**config.mk**
```make
export PLATFORM = sky130hd
export DESIGN_NAME = ext_bus_ctrl
export DESIGN_NICKNAME = d
export VERILOG_FILES = /design/src/rtl/ext_bus_ctrl.sv
export SDC_FILE = /design/constraint.sdc
export NUM_CORES = 1
export LEC_CHECK = 0
export ABC_AREA = 1
export BUFFER_PORTS_ARGS = -buffer_cell sky130_fd_sc_hd__buf_2
export CAP_MARGIN = 25
export CORE_UTILIZATION = 25
export CTS_CLUSTER_DIAMETER = 30
export DETAILED_ROUTE_END_ITERATION = 8
export PLACE_DENSITY = 0.47
export SLEW_MARGIN = 10
export SYNTH_ARGS = -nofsm -noshare
export SYNTH_HDL_FRONTEND = slang
export SYNTH_SLANG_ARGS = --single-unit
```
**constraint.sdc**
```tcl
create_clock -name clk -period 3.8 [get_ports clk]
set_input_delay 0.38 -clock clk [delete_from_list [all_inputs] [get_ports clk]]
set_output_delay 0.38 -clock clk [all_outputs]
set_load 0.01 [all_outputs]
```
**src/rtl/ext_bus_ctrl.sv**
```systemverilog
module ext_bus_ctrl #(
  parameter int AW  = 20,
  parameter int NCS = 4,
  parameter int PW  = 8
) (
  input  logic             clk,
  input  logic             rst_n,
  input  logic             cpu_req,
  input  logic             cpu_we,
  input  logic [AW-1:0]    cpu_addr,
  input  logic [15:0]      cpu_wdata,
  input  logic [1:0]       cpu_be,
  output logic             cpu_ack,
  output logic [15:0]      cpu_rdata,
  input  logic             narrow_sel,
  input  logic             mux_sel,
  input  logic             strobe_sel,
  input  logic [NCS*PW-1:0] cs_base,
  input  logic [NCS*PW-1:0] cs_len,
  output logic [AW-1:0]    ext_addr,
  output logic             ext_addr_oe,
  output logic [15:0]      ext_dout,
  output logic [1:0]       ext_dout_oe,
  input  logic [15:0]      ext_din,
  output logic             ale,
  output logic             rd_n,
  output logic             strobe_a_n,
  output logic             strobe_b_n,
  output logic [NCS-1:0]   cs_n,
  output logic             ctrl_oe,
  input  logic             rdy_n,
  input  logic             hold_n,
  output logic             hlda_n
);

  localparam int BW   = 8;
  localparam int PLSB = AW - PW;

  typedef enum logic [1:0] {S_IDLE, S_ADDR, S_DATA, S_HOLD} st_t;

  st_t           st;
  logic [AW-1:0] a_q;
  logic          we_q;
  logic [15:0]   wd_q;
  logic [1:0]    be_q;
  logic          beat_q;
  logic [BW-1:0] rd0_q;

  logic          busy, in_data, comb, two, hi_sel, last, sty, odd_touch;
  logic          lane_lo, lane_hi;
  logic [AW-1:0] cur_addr;
  logic [BW-1:0] cur_wbyte, cur_rbyte, maddr, rlo, rhi;
  logic [PW-1:0] page;
  logic [NCS-1:0] hit, cs_sel;

  assign busy    = (st == S_ADDR) || (st == S_DATA);
  assign in_data = (st == S_DATA);
  assign comb    = !narrow_sel && !a_q[0] && (be_q == 2'b11);
  assign two     = (be_q == 2'b11) && !comb;
  assign hi_sel  = beat_q || !be_q[0];
  assign cur_addr = hi_sel ? a_q + AW'(1) : a_q;
  assign last    = in_data && rdy_n && (!two || beat_q);
  assign sty     = narrow_sel || strobe_sel;

  assign lane_lo = busy && (narrow_sel || comb || !cur_addr[0]);
  assign lane_hi = busy && !narrow_sel && (comb || cur_addr[0]);
  assign odd_touch = narrow_sel ? cur_addr[0] : lane_hi;

  assign cur_wbyte = hi_sel ? wd_q[15:8] : wd_q[7:0];
  assign cur_rbyte = (narrow_sel || !cur_addr[0]) ? ext_din[7:0] : ext_din[15:8];
  assign maddr     = narrow_sel ? cur_addr[7:0] : cur_addr[8:1];

  always_ff @(posedge clk or negedge rst_n) begin
    if (!rst_n) begin
      st     <= S_IDLE;
      a_q    <= '0;
      we_q   <= 1'b0;
      wd_q   <= '0;
      be_q   <= '0;
      beat_q <= 1'b0;
      rd0_q  <= '0;
    end else begin
      case (st)
        S_IDLE: begin
          beat_q <= 1'b0;
          if (!hold_n) st <= S_HOLD;
          else if (cpu_req) begin
            a_q  <= cpu_addr;
            we_q <= cpu_we;
            wd_q <= cpu_wdata;
            be_q <= cpu_be;
            st   <= S_ADDR;
          end
        end
        S_HOLD: if (hold_n) st <= S_IDLE;
        S_ADDR: st <= S_DATA;
        S_DATA: if (rdy_n) begin
          if (two && !beat_q) begin
            beat_q <= 1'b1;
            rd0_q  <= cur_rbyte;
            st     <= S_ADDR;
          end else begin
            st <= S_IDLE;
          end
        end
        default: st <= S_IDLE;
      endcase
    end
  end

  assign rlo = comb ? ext_din[7:0]  : two ? rd0_q : (be_q[0] ? cur_rbyte : '0);
  assign rhi = comb ? ext_din[15:8] : (be_q[1] ? cur_rbyte : '0);

  assign cpu_ack   = last;
  assign cpu_rdata = (last && !we_q) ? {rhi, rlo} : '0;

  assign ale         = (st == S_ADDR);
  assign ext_addr    = busy ? cur_addr : '0;
  assign ext_addr_oe = (st != S_HOLD);
  assign ctrl_oe     = (st != S_HOLD);
  assign hlda_n      = (st != S_HOLD);

  assign ext_dout[7:0]  = (ale && mux_sel) ? maddr : (comb ? wd_q[7:0] : cur_wbyte);
  assign ext_dout[15:8] = comb ? wd_q[15:8] : cur_wbyte;
  assign ext_dout_oe[0] = (ale && mux_sel) || (we_q && lane_lo);
  assign ext_dout_oe[1] = we_q && lane_hi;

  assign rd_n       = !(in_data && !we_q);
  assign strobe_a_n = !(in_data && we_q && (sty || lane_lo));
  assign strobe_b_n = sty ? !(busy && odd_touch) : !(in_data && we_q && lane_hi);

  assign page = cur_addr[AW-1:PLSB];

  for (genvar i = 0; i < NCS; i++) begin : g_win
    logic [PW-1:0] base, len, off;
    assign base   = cs_base[i*PW +: PW];
    assign len    = cs_len[i*PW +: PW];
    assign off    = page - base;
    assign hit[i] = (page >= base) && (off < len);
  end

  assign cs_sel = busy ? (hit & (~hit + NCS'(1))) : '0;
  assign cs_n   = ~cs_sel;

  a_r11_cs_single: assert property (@(posedge clk) disable iff (!rst_n)
    $onehot0(~cs_n));
  a_r11_cs_idle: assert property (@(posedge clk) disable iff (!rst_n)
    (st == S_IDLE) |-> (cs_n == '1));
  a_r10_quiet: assert property (@(posedge clk) disable iff (!rst_n)
    !hlda_n |-> (!ext_addr_oe && ext_dout_oe == 2'b00 && !ctrl_oe));
  a_r10_no_mid_grant: assert property (@(posedge clk) disable iff (!rst_n)
    busy |=> hlda_n);
  a_r7_wait_stretch: assert property (@(posedge clk) disable iff (!rst_n)
    (in_data && !rdy_n) |=> (in_data && $stable(ext_addr) && $stable(rd_n) && $stable(strobe_a_n)));
  a_r6_ale_pulse: assert property (@(posedge clk) disable iff (!rst_n)
    ale |=> !ale);
  a_r8_ack_single: assert property (@(posedge clk) disable iff (!rst_n)
    cpu_ack |=> !cpu_ack);
  a_r5_narrow_write: assert property (@(posedge clk) disable iff (!rst_n)
    (narrow_sel && in_data && we_q) |-> (!strobe_a_n && ext_dout_oe == 2'b01));
  a_r3_rw_exclusive: assert property (@(posedge clk) disable iff (!rst_n)
    !rd_n |-> (strobe_a_n && (sty || strobe_b_n)));

endmodule

```
Word-level counts from Yosys, hierarchy flattened
Cells that the tools add are included.
{"block": "classes", "n_reduce_logical": 50, "shift": 0, "n_mux": 26, "div_mod_pow": 0, "n_eq_ne": 9, "bitwise_logic": 3, "mul": 0, "n_lt_le_gt_ge": 8, "addsub": 6}
{"operator": "2-to-1 mux 8 bit", "n": 11}
{"operator": "2-to-1 mux 20 bit", "n": 2}
{"operator": "greater-or-equal comparator 8 bit", "n": 4}
{"operator": "< comparator 8 bit", "n": 4}
{"operator": "subtractor 8 bit", "n": 4}
{"operator": "logical AND 1 bit", "n": 22}
{"operator": "adder 20 x 1 -> 20 bit (second input constant)", "n": 1}
{"operator": "2-to-1 mux 16 bit", "n": 1}
{"operator": "zero test 1 bit", "n": 12}
{"operator": "AND reduction 3 bit", "n": 4}
{"operator": "logical OR 1 bit", "n": 10}
{"operator": "2-to-1 mux 2 bit", "n": 4}
{"operator": "NOT 4 bit", "n": 2}
{"operator": "case mux 2 bit (4 select lines)", "n": 1}
{"operator": "== test 2 bit (second input constant)", "n": 3}
{"operator": "!= test 2 bit (second input constant)", "n": 3}
{"operator": "2-to-1 mux 1 bit", "n": 5}
{"operator": "adder 4 x 1 -> 4 bit (second input constant)", "n": 1}
{"operator": "AND 4 bit", "n": 1}
{"operator": "2-to-1 mux 4 bit", "n": 1}
{"operator": "!= test 3 bit (second input constant)", "n": 1}
{"operator": "== test 2 x 1 -> 1 bit (second input constant)", "n": 1}
{"operator": "zero test 2 bit", "n": 1}
{"operator": "!= test 2 x 1 -> 1 bit (second input constant)", "n": 1}
{"operator": "2 further kinds", "n": 2}
{"block": "word_totals", "ramBits": 0, "word_cells": 109, "register_bits": 50, "input_bits": 127, "rom_bits": 0, "latchBits": 0, "memories": 0, "out_inout_bits": 66}

Logic depth before layout (Yosys ltp)
Gate-level depths: netlist (run 1).
{"block": "logic_depth", "depth_word": 11, "depth_mapped": 24}

Worst setup path before layout (run 1)
OpenSTA, ideal clock, no wires.
{"block": "synth_timing", "path_kind": "reg-to-output", "start": "register a_q[0]", "end": "output cs_n[1]", "slack_ns": 0.205, "t_arrival_ns": 3.215, "stages_incl_launch_ff": 21, "t_required_ns": 3.420, "path_cell_list": "dfrtp_1 > ha_1 > inv_1 > nor2_4 > nand3_2 > nor2_1 > xor2_1 > ha_1 > inv_1 > fa_1 > nand3_1 > nand3_1 > a31oi_1 > xnor2_1 > ha_1 > nand2_1 > o21a_1 > nand3_1 > inv_1 > nor2_1 > nand2_1"}
{"block": "synth_via", "elab_chain_len": 10}
{"item": "start: declaration", "line": "42", "text": "logic [AW-1:0] a_q;"}
{"item": "start signal: assignment", "line": "88", "text": "a_q <= cpu_addr;"}
{"item": "adder 20 x 1 -> 20 bit *", "line": "61", "text": "assign cur_addr = hi_sel ? a_q + AW'(1) : a_q;"}
{"item": "2-to-1 mux 20 bit *", "line": "61"}
{"item": "subtractor 8 bit", "line": "138", "text": "assign off = page - base;"}
{"item": "< comparator 8 bit", "line": "139", "text": "assign hit[i] = (page >= base) && (off < len);"}
{"item": "logical AND 1 bit", "line": "139"}
{"item": "NOT 4 bit", "line": "142", "text": "assign cs_sel = busy ? (hit & (~hit + NCS'(1))) : '0;"}
{"item": "adder 4 x 1 -> 4 bit", "line": "142"}
{"item": "AND 4 bit *", "line": "142"}
{"item": "2-to-1 mux 4 bit *", "line": "142"}
{"item": "NOT 4 bit *", "line": "143", "text": "assign cs_n = ~cs_sel;"}
{"item": "end: declaration", "line": "29", "text": "output logic [NCS-1:0] cs_n,"}
Every way passes the cells marked *; elsewhere a longest branch is shown, timed or not.

Worst setup path after layout (run 1)
{"block": "layout_timing", "start": "register a_q[1]", "end": "output cs_n[1]"}
Same word-level chain as after synthesis.

==> metrics.csv, run 1 <==
stage,metric,value,unit
status,status,"complete, but fails checks",
status,violated checks,negative setup slack,
floorplan,width of the chip,154.4,um
sta,Total Neg Setup Slack,-0.3711,ns
power_and_ir_drop,internal power,3.475,mW
worst_setup_path,peak fanout along the critical path,5,
place,half-perimeter wire length after placement,15.83,mm
sta,clock period minus final worst setup slack,3.913,ns
synth,post-synthesis cell area,0.005806,mm2
clock_network,number of buffers created by CTS,5,
sta,pin slew with the least headroom to its limit,0.7228,ns
route,post-detailed-routing wire length,19.64,mm
synth,Avg Inst Size Synth,6.635,um2
global_routing,antenna violations before repair,3,
route,Remaining DRCs,0,
place,total of buffers placed on input and output ports,192,
clock_network,post-cts hold buffer count,0,
route,number of violations reported at the end of detailed-routing iteration 0,276,
sta,fmax,255.6,MHz
synth,Synth async-reset ratio,100.0,%
sta,number of pins exceeding their max-slew limit in the final report,0,
power_and_ir_drop,power density over the cells,857.2,mW/mm2
route,Final ANT Viol Nets,0,
global_routing,vias in the first global route,6375,
synth,number of synthesized flops with an enable pin,0,
clock_network,Clock Root Buffer,sky130_fd_sc_hd__clkbuf_16,
cells_and_area,area overhead of the layout relative to synthesis,41.85,%
cells_and_area,final core utilization,36.26,%
worst_setup_path,CP max-delay cell,sky130_fd_sc_hd__dfrtp_1,
worst_setup_path,data arrival time of the worst path,3.53,ns
sta,Hold Fails Final Rpt,0,
sta,worst path setup slack after routing,-0.1126,ns
sta,final setup violation count,4,
clock_network,maximum root-to-sink buffer count,2,
synth,synthesized netlist cell count,875,
worst_setup_path,Worst setup SP type,flip-flop,
route,via count,6359,
power_and_ir_drop,Clock power frac,7.5,%
worst_setup_path,required arrival time at the worst endpoint,3.42,ns
clock_network,"Clk Latency, worst-skew pair",0.30,ns
power_and_ir_drop,switching part of the total,50.78,%
worst_setup_path,cell depth of the worst flop-to-flop path,7,
clock_network,TritonCTS clock tree,done,
cells_and_area,ratio of cells with drive above 1 in the final layout,35.06,%
global_routing,GRT overflow,0,
cells_and_area,cell area after layout,0.008235,mm2
synth,sequential-to-total area share from yosys stat,21.55,%
floorplan,core outline area,0.02271,mm2
floorplan,DIE HEIGHT,154.4,um
worst_setup_path,largest stage delay on the critical path,0.36,ns
worst_setup_path,number of buffers and inverters on the critical path,5,
synth,"Primary FF master, synth",sky130_fd_sc_hd__dfrtp_1,
worst_setup_path,critical path class,flip-flop to output pin,
sta,Post-Route Skew,0.005737,ns
clock_network,clock-pin slew on the worst setup and hold paths,0.07,ns
floorplan,number of top-level pins,193,
power_and_ir_drop,largest voltage drop on the vdd net,0.4645,mV
power_and_ir_drop,combinational fraction of design power,78.4,%
run,# Max-Cap Violations,0,
synth,syn_nets,1071,
sta,setup repair after global routing missed its margin,yes,
place,weighted congestion at the end of routability-driven global placement,0.8625,
synth,post-synthesis register bit count,50,
power_and_ir_drop,post-route total power,7.060,mW
worst_setup_path,WP depth,22,
route,via density per instance,4.523,
synth,number of synthesis warnings,0,
cells_and_area,number of non-filler instances in the completed layout,1406,
clock_network,# clock sinks,50,
sta,worst slew margin relative to its limit,51.63,%
global_routing,largest net degree at the start of global routing,63,
sta,fraction of the cycle the final worst path needs,103.0,%
place,placed insts,1384,
global_routing,GRT Overall Usage,16.42,%
power_and_ir_drop,net switching power,3.585,mW
cells_and_area,nets@finish,1313,
worst_setup_path,"delay-heaviest family, CP",adder cells,
floorplan,starting utilization of the core area,25.56,%
global_routing,global-route wire length before repair,31.52,mm
worst_setup_path,sequence of cells on the critical path,ha_2 -> inv_2 -> nor2_4 -> nand3_4 -> nor2_4 -> xor2_1 -> buf_6 -> ha_4 -> inv_2 -> fa_2 -> nand3_2 -> nand3_4 -> a31oi_4 -> xnor2_2 -> ha_1 -> nand2_1 -> o21a_1 -> nand3_4 -> inv_2 -> nor2_2 -> nand2_1 -> buf_2,
floorplan,Die ar.,0.02384,mm2
worst_setup_path,sort of element at the end of the critical path,output pin,
route,1st-pass router iterations,4,
place,post-place instance area,0.007401,mm2
route,wire length per cell after detailed routing,13.97,um
synth,count of different cell masters after synthesis,41,
power_and_ir_drop,Leakage Power,4.470,nW
floorplan,Rows,55,
power_and_ir_drop,Reg power frac,14.1,%
hold_path,Hold/Removal Path Class,primary input to asynchronous set/reset pin,
clock_network,H-tree depth,2,
==> cell families (layout without fill, tap and decap cells) <==
group	Yosys count	count (layout)	synth area share (%)
AO/OA/AOI/OAI	174	174	16.08
XOR/XNOR	29	29	4.375
adder cells (fa/ha/maj)	69	69	15.39
buffers and inverters	181	424	12.50
flip-flops	50	50	21.55
multiplexers	16	16	3.103
other	0	3	0
AND/OR/NAND/NOR	356	356	27.00
==> layout make-up <==
type	count	area, um2
antenna	3	7.507
clock inverter	3	45.04
multi-input combinational	644	4374
clock buffer	5	125.1
inverter	160	603.1
sequential	50	1251
tap	285	356.6
timing repair buffer	256	1473
fill	2471	14470
==> layer usage <==
metal | share of wire [%] | track usage, % | vias to the layer above
met5 | 0 | 0 | -
met4 | 0.96 | 2.546 | 0
met3 | 7.8 | 4.259 | 15
met2 | 45 | 27.47 | 192
met1 | 46 | 21.54 | 2840
li1 | - | - | 3312
==> registers in the layout (all words and copies together), names as in the netlist <==
register  cells
a_q          20
wd_q         16
rd0_q         8
be_q          2
st            2
beat_q        1
we_q          1
==> timing repair <==
action / CTS / global route
setup buffers: 7 / 4
resized for setup: 44 / 76
setup endpoints to repair: 4 / 4
pin swaps: 31 / 39
==> power by group through the flow <==
stage          Combinational, mW  Clock (mW)  Sequential [mW]
5_1_grt                     6.24       0.566             1.04
4_1_cts                     5.15       0.546            0.994
3_5_place_dp                4.93           0             1.00
3_3_place_gp                4.92           0             1.00
6_report                    5.53       0.530            0.998
2_1_floorplan               3.21           0            0.953
==> final timing paths <==
| path | slack [ns] | to | from |
|---|---|---|---|
| worst max-delay path | -0.11 | cs_n[1] | a_q[1]$_DFFE_PN0P_ |
| worst min-delay path | 0.12 | rd0_q[5]$_DFFE_PN0P_ | rst_n |
| worst max register to register | 1.80 | a_q[3]$_DFFE_PN0P_ | st[0]$_DFFE_PN0P_ |
| worst min register to register | 0.49 | rd0_q[5]$_DFFE_PN0P_ | rd0_q[5]$_DFFE_PN0P_ |
| max in group asynchronous | 2.90 | a_q[5]$_DFFE_PN0P_ | rst_n |
| min in group clk | 0.31 | a_q[9]$_DFFE_PN0P_ | cpu_addr[9] |
==> layout by cell type (no fill, tap or decap), types with 7 or more instances in the layout <==
cell	instances
sky130_fd_sc_hd__buf_2	192
sky130_fd_sc_hd__inv_2	10
sky130_fd_sc_hd__nand2_2	21
sky130_fd_sc_hd__xor2_1	16
sky130_fd_sc_hd__nand3_2	8
sky130_fd_sc_hd__ha_1	46
sky130_fd_sc_hd__nand4_1	9
sky130_fd_sc_hd__a21oi_2	13
sky130_fd_sc_hd__o21ai_1	9
sky130_fd_sc_hd__nor2_4	7
sky130_fd_sc_hd__nor2_1	59
sky130_fd_sc_hd__o21ai_0	48
sky130_fd_sc_hd__dfrtp_1	50
sky130_fd_sc_hd__ha_4	17
sky130_fd_sc_hd__a21oi_1	76
sky130_fd_sc_hd__xnor2_1	10
sky130_fd_sc_hd__nand3_1	46
sky130_fd_sc_hd__nand2_1	175
sky130_fd_sc_hd__mux2_2	16
sky130_fd_sc_hd__a21o_1	8
sky130_fd_sc_hd__inv_1	147
sky130_fd_sc_hd__buf_4	58
==> metrics by stage <==
step / setup WS [ns] / hold WS [ns]
floorplan: 0.2050 / 0.08441
global placement: -0.1833 / 0.4674
detailed placement: -0.1857 / 0.4691
CTS: -0.2132 / 0.1595
global route: -0.3399 / 0.1758
finish: -0.1126 / 0.1228
==> synth_stat cells (all sizes together), types with 12 or more instances <==
cell type	n	share of area [%]
xor2	17	2.6
ha	65	14
nand2	202	13
xnor2	12	1.8
buf	14	1.7
inv	158	10
a21oi	90	7.8
dfrtp	50	22
mux2	16	3.1
nor2	71	5.0
o21ai	59	5.1
nand3	58	5.3
(Power assumes the default switching activity.)
==> inputs of run 2 (changes only) <==
- CELL_PAD_IN_SITES_DETAIL_PLACEMENT: not set -> 1
- CELL_PAD_IN_SITES_GLOBAL_PLACEMENT: not set -> 1
- CTS_CLUSTER_DIAMETER: 30 -> 40
- GPL_TIMING_DRIVEN: not set -> 0
- PLACE_DENSITY: 0.47 -> 0.63
==> run 2 against run 1 <==
Against the previous run: the run still ends with negative setup slack left; first-iteration DRC count is 25% lower; register-to-register slack worse by 0.15 ns; highest routed layer is now met5; sequential power hardly changed; global-route usage is 2.3 points higher; clock skew is 0.0045 ns higher; sequential cell count stayed put; critical path type unchanged; core utilization is 0.19 points lower; critical path depth is 3 higher; combinational power is 1% higher; non-clock buffer count is 9 lower; count of clock-buffer cells in the layout is 1 higher.
==> metrics.csv, run 2 (synthesized netlist as in run 1, its figures left out) <==
stage,metric,value,unit,change
clock_network,"Clk Latency, worst-skew pair",0.30,ns,about the same
sta,Hold Fails Final Rpt,0,,unchanged
route,via density per instance,4.651,,was 4.523
floorplan,core outline area,0.02271,mm2,unchanged
clock_network,Clock Root Buffer,sky130_fd_sc_hd__clkbuf_16,,unchanged
route,number of violations reported at the end of detailed-routing iteration 0,207,,was 276
cells_and_area,area overhead of the layout relative to synthesis,41.10,%,was 41.85%
route,Remaining DRCs,0,,unchanged
clock_network,post-cts hold buffer count,0,,unchanged
cells_and_area,multi-input gate area in the final layout,0.004441,mm2,was 0.004374 mm2
floorplan,Die ar.,0.02384,mm2,unchanged
place,placed insts,1352,,was 1384
floorplan,width of the chip,154.4,um,unchanged
clock_network,number of buffers created by CTS,5,,unchanged
global_routing,GRT Overall Usage,18.75,%,was 16.42%
clock_network,TritonCTS clock tree,done,,unchanged
global_routing,largest net degree at the start of global routing,51,,was 63
cells_and_area,nets@finish,1304,,was 1313
worst_setup_path,peak fanout along the critical path,5,,unchanged
status,violated checks,negative setup slack,,unchanged
clock_network,# clock sinks,50,,unchanged
cells_and_area,register name with the most flops,a_q,,unchanged
worst_setup_path,end point of the critical path,cs_n[1],,unchanged
sta,Post-Route Skew,0.01022,ns,was 0.005737 ns
floorplan,number of top-level pins,193,,unchanged
floorplan,starting utilization of the core area,25.56,%,unchanged
cells_and_area,registers with the most flip-flops,"a_q: 20 flops, wd_q: 16 flops, rd0_q: 8 flops",,unchanged
clock_network,maximum root-to-sink buffer count,2,,unchanged
route,Final ANT Viol Nets,0,,unchanged
cells_and_area,ratio of cells with drive above 1 in the final layout,34.36,%,was 35.06%
route,via count,6497,,was 6359
place,total of buffers placed on input and output ports,192,,unchanged
cells_and_area,number of filler instances in the final layout,2895,,was 2471
worst_setup_path,CP max-delay cell,sky130_fd_sc_hd__dfrtp_2,,was sky130_fd_sc_hd__dfrtp_1
sta,number of pins exceeding their max-slew limit in the final report,0,,unchanged
sta,fraction of the cycle the final worst path needs,107.3,%,was 103.0%
worst_setup_path,worst flop-to-flop path startpoint,st[0]$_DFFE_PN0P_,,unchanged
global_routing,GRT overflow,0,,unchanged
worst_setup_path,Worst setup startpoint,a_q[0]$_DFFE_PN0P_,,was a_q[1]$_DFFE_PN0P_
cells_and_area,number of non-filler instances in the completed layout,1397,,was 1406
status,status,"complete, but fails checks",,unchanged
worst_setup_path,data arrival time of the worst path,3.70,ns,was 3.53 ns
place,weighted congestion at the end of routability-driven global placement,0.8467,,was 0.8625
clock_network,clock-pin slew on the worst setup and hold paths,0.07,ns,about the same
sta,final setup violation count,4,,unchanged
worst_setup_path,critical path class,flip-flop to output pin,,unchanged
sta,pin slew with the least headroom to its limit,0.7603,ns,was 0.7228 ns
cells_and_area,"top library cells by usage in the layout, fill and taps aside","sky130_fd_sc_hd__buf_2 (197), sky130_fd_sc_hd__nand2_1 (174), sky130_fd_sc_hd__inv_1 (148), sky130_fd_sc_hd__a21oi_1 (79), sky130_fd_sc_hd__nor2_1 (60)",,"was sky130_fd_sc_hd__buf_2 (192), sky130_fd_sc_hd__nand2_1 (175), sky130_fd_sc_hd__inv_1 (147), sky130_fd_sc_hd__a21oi_1 (76), sky130_fd_sc_hd__nor2_1 (59)"
route,post-detailed-routing wire length,22.40,mm,was 19.64 mm
sta,clock period minus final worst setup slack,4.078,ns,was 3.913 ns
cells_and_area,area used by sequential logic in the layout,0.001255,mm2,was 0.001251 mm2
worst_setup_path,cell depth of the worst flop-to-flop path,8,,was 7
global_routing,vias in the first global route,6850,,was 6375
global_routing,global-route wire length before repair,35.42,mm,was 31.52 mm
sta,worst slew margin relative to its limit,49.31,%,was 51.63%
power_and_ir_drop,largest voltage drop on the vdd net,0.3494,mV,was 0.4645 mV
hold_path,Hold/Removal Path Class,primary input to asynchronous set/reset pin,,unchanged
worst_setup_path,Worst setup SP type,flip-flop,,unchanged
worst_setup_path,largest stage delay on the critical path,0.39,ns,was 0.36 ns
floorplan,Rows,55,,unchanged
global_routing,antenna violations before repair,8,,was 3
run,# Max-Cap Violations,0,,unchanged
place,Setup Slack @ Placement,-1.025,ns,was -0.1857 ns
power_and_ir_drop,Leakage Power,4.383,nW,was 4.470 nW
worst_setup_path,cell mode on critical path,sky130_fd_sc_hd__nand2_1,,
worst_setup_path,RR Endpoint,a_q[16]$_DFFE_PN0P_,,was a_q[3]$_DFFE_PN0P_
worst_setup_path,required arrival time at the worst endpoint,3.42,ns,about the same
sta,fmax,245.2,MHz,was 255.6 MHz
sta,setup repair after global routing missed its margin,yes,,unchanged
worst_setup_path,r2r setup slk,1.65,ns,was 1.80 ns
cells_and_area,max FFs per register,20,,unchanged
cells_and_area,most common library cell in the layout ignoring fill and taps,sky130_fd_sc_hd__buf_2,,unchanged
sta,worst path setup slack after routing,-0.2784,ns,was -0.1126 ns
clock_network,H-tree depth,2,,unchanged
route,wire length per cell after detailed routing,16.03,um,was 13.97 um
worst_setup_path,sort of element at the end of the critical path,output pin,,unchanged
power_and_ir_drop,power density over the cells,864.9,mW/mm2,was 857.2 mW/mm2
place,half-perimeter wire length after placement,17.47,mm,was 15.83 mm
floorplan,DIE HEIGHT,154.4,um,unchanged
route,1st-pass router iterations,4,,unchanged
## run 2: stage by stage
stage | area [um2] | total power, mW | utilization (%) | hold WS (ns) | TNS, ns
floorplan | 5806 | 4.163 | - | 0.08441 | 0
global placement | 7123 | 5.677 | 31.37 | 0.4658 | -3.713
detailed placement | 7126 | 5.757 | 31.38 | 0.4781 | -3.989
CTS | 7805 | 6.723 | 34.37 | 0.1671 | -1.073
global route | 8184 | 7.849 | 36.04 | 0.1865 | -1.800
finish | 8192 | 7.085 | 36.07 | 0.1273 | -1.055
## run 2: layout make-up
class | count | share of cell area, %
Tap cell | 285 | 4.353
Sequential cell | 50 | 15.32
Multi-Input combinational cell | 644 | 54.21
Timing Repair Buffer | 226 | 15.32
Buffer | 21 | 1.497
Clock buffer | 6 | 1.695
Inverter | 160 | 7.362
Clock inverter | 2 | 0.1527
Antenna cell | 3 | 0.09164
## run 2: metal layers
metal	share of wire, %	GRT usage, %
met1	44	23.02
met2	48	33.31
met3	6.6	4.595
met4	1.0	3.442
met5	0.29	0
## run 2: how the worst min path moves through the flow
stage,endpoint,slack [ns],startpoint,depth (start not counted)
after CTS,rd0_q[1]$_DFFE_PN0P_,0.17,rst_n,1
after global placement,rd0_q[0]$_DFFE_PN0P_,0.47,rd0_q[0]$_DFFE_PN0P_,2
final,rd0_q[1]$_DFFE_PN0P_,0.13,rst_n,1
after floorplan,a_q[0]$_DFFE_PN0P_,0.08,rst_n,0
after detailed placement,rd0_q[1]$_DFFE_PN0P_,0.48,rst_n,1
after global routing,rd0_q[1]$_DFFE_PN0P_,0.19,rst_n,1
## run 2: report_power, final
part / switching, mW / internal, mW / total (mW)
Sequential: 0.213 / 0.793 / 1.01
Combinational: 3.29 / 2.30 / 5.59
Clock: 0.225 / 0.262 / 0.488
## run 2: what timing repair did
item                       4_1_cts  5_1_grt
pin swaps                       30       39
buffers inserted                24       10
setup endpoints to repair        4        4
resized for setup               70       65
## run 2: worst max-delay path, delay by kind of cell (launching register included)
family / cells / cell delay [ns]
xor+xnor: 1 / 0.15
flops: 1 / 0.39
simple gates: 12 / 1.08
fa+ha+maj: 3 / 0.65
compound gates: 4 / 0.55
buf+inv: 5 / 0.55
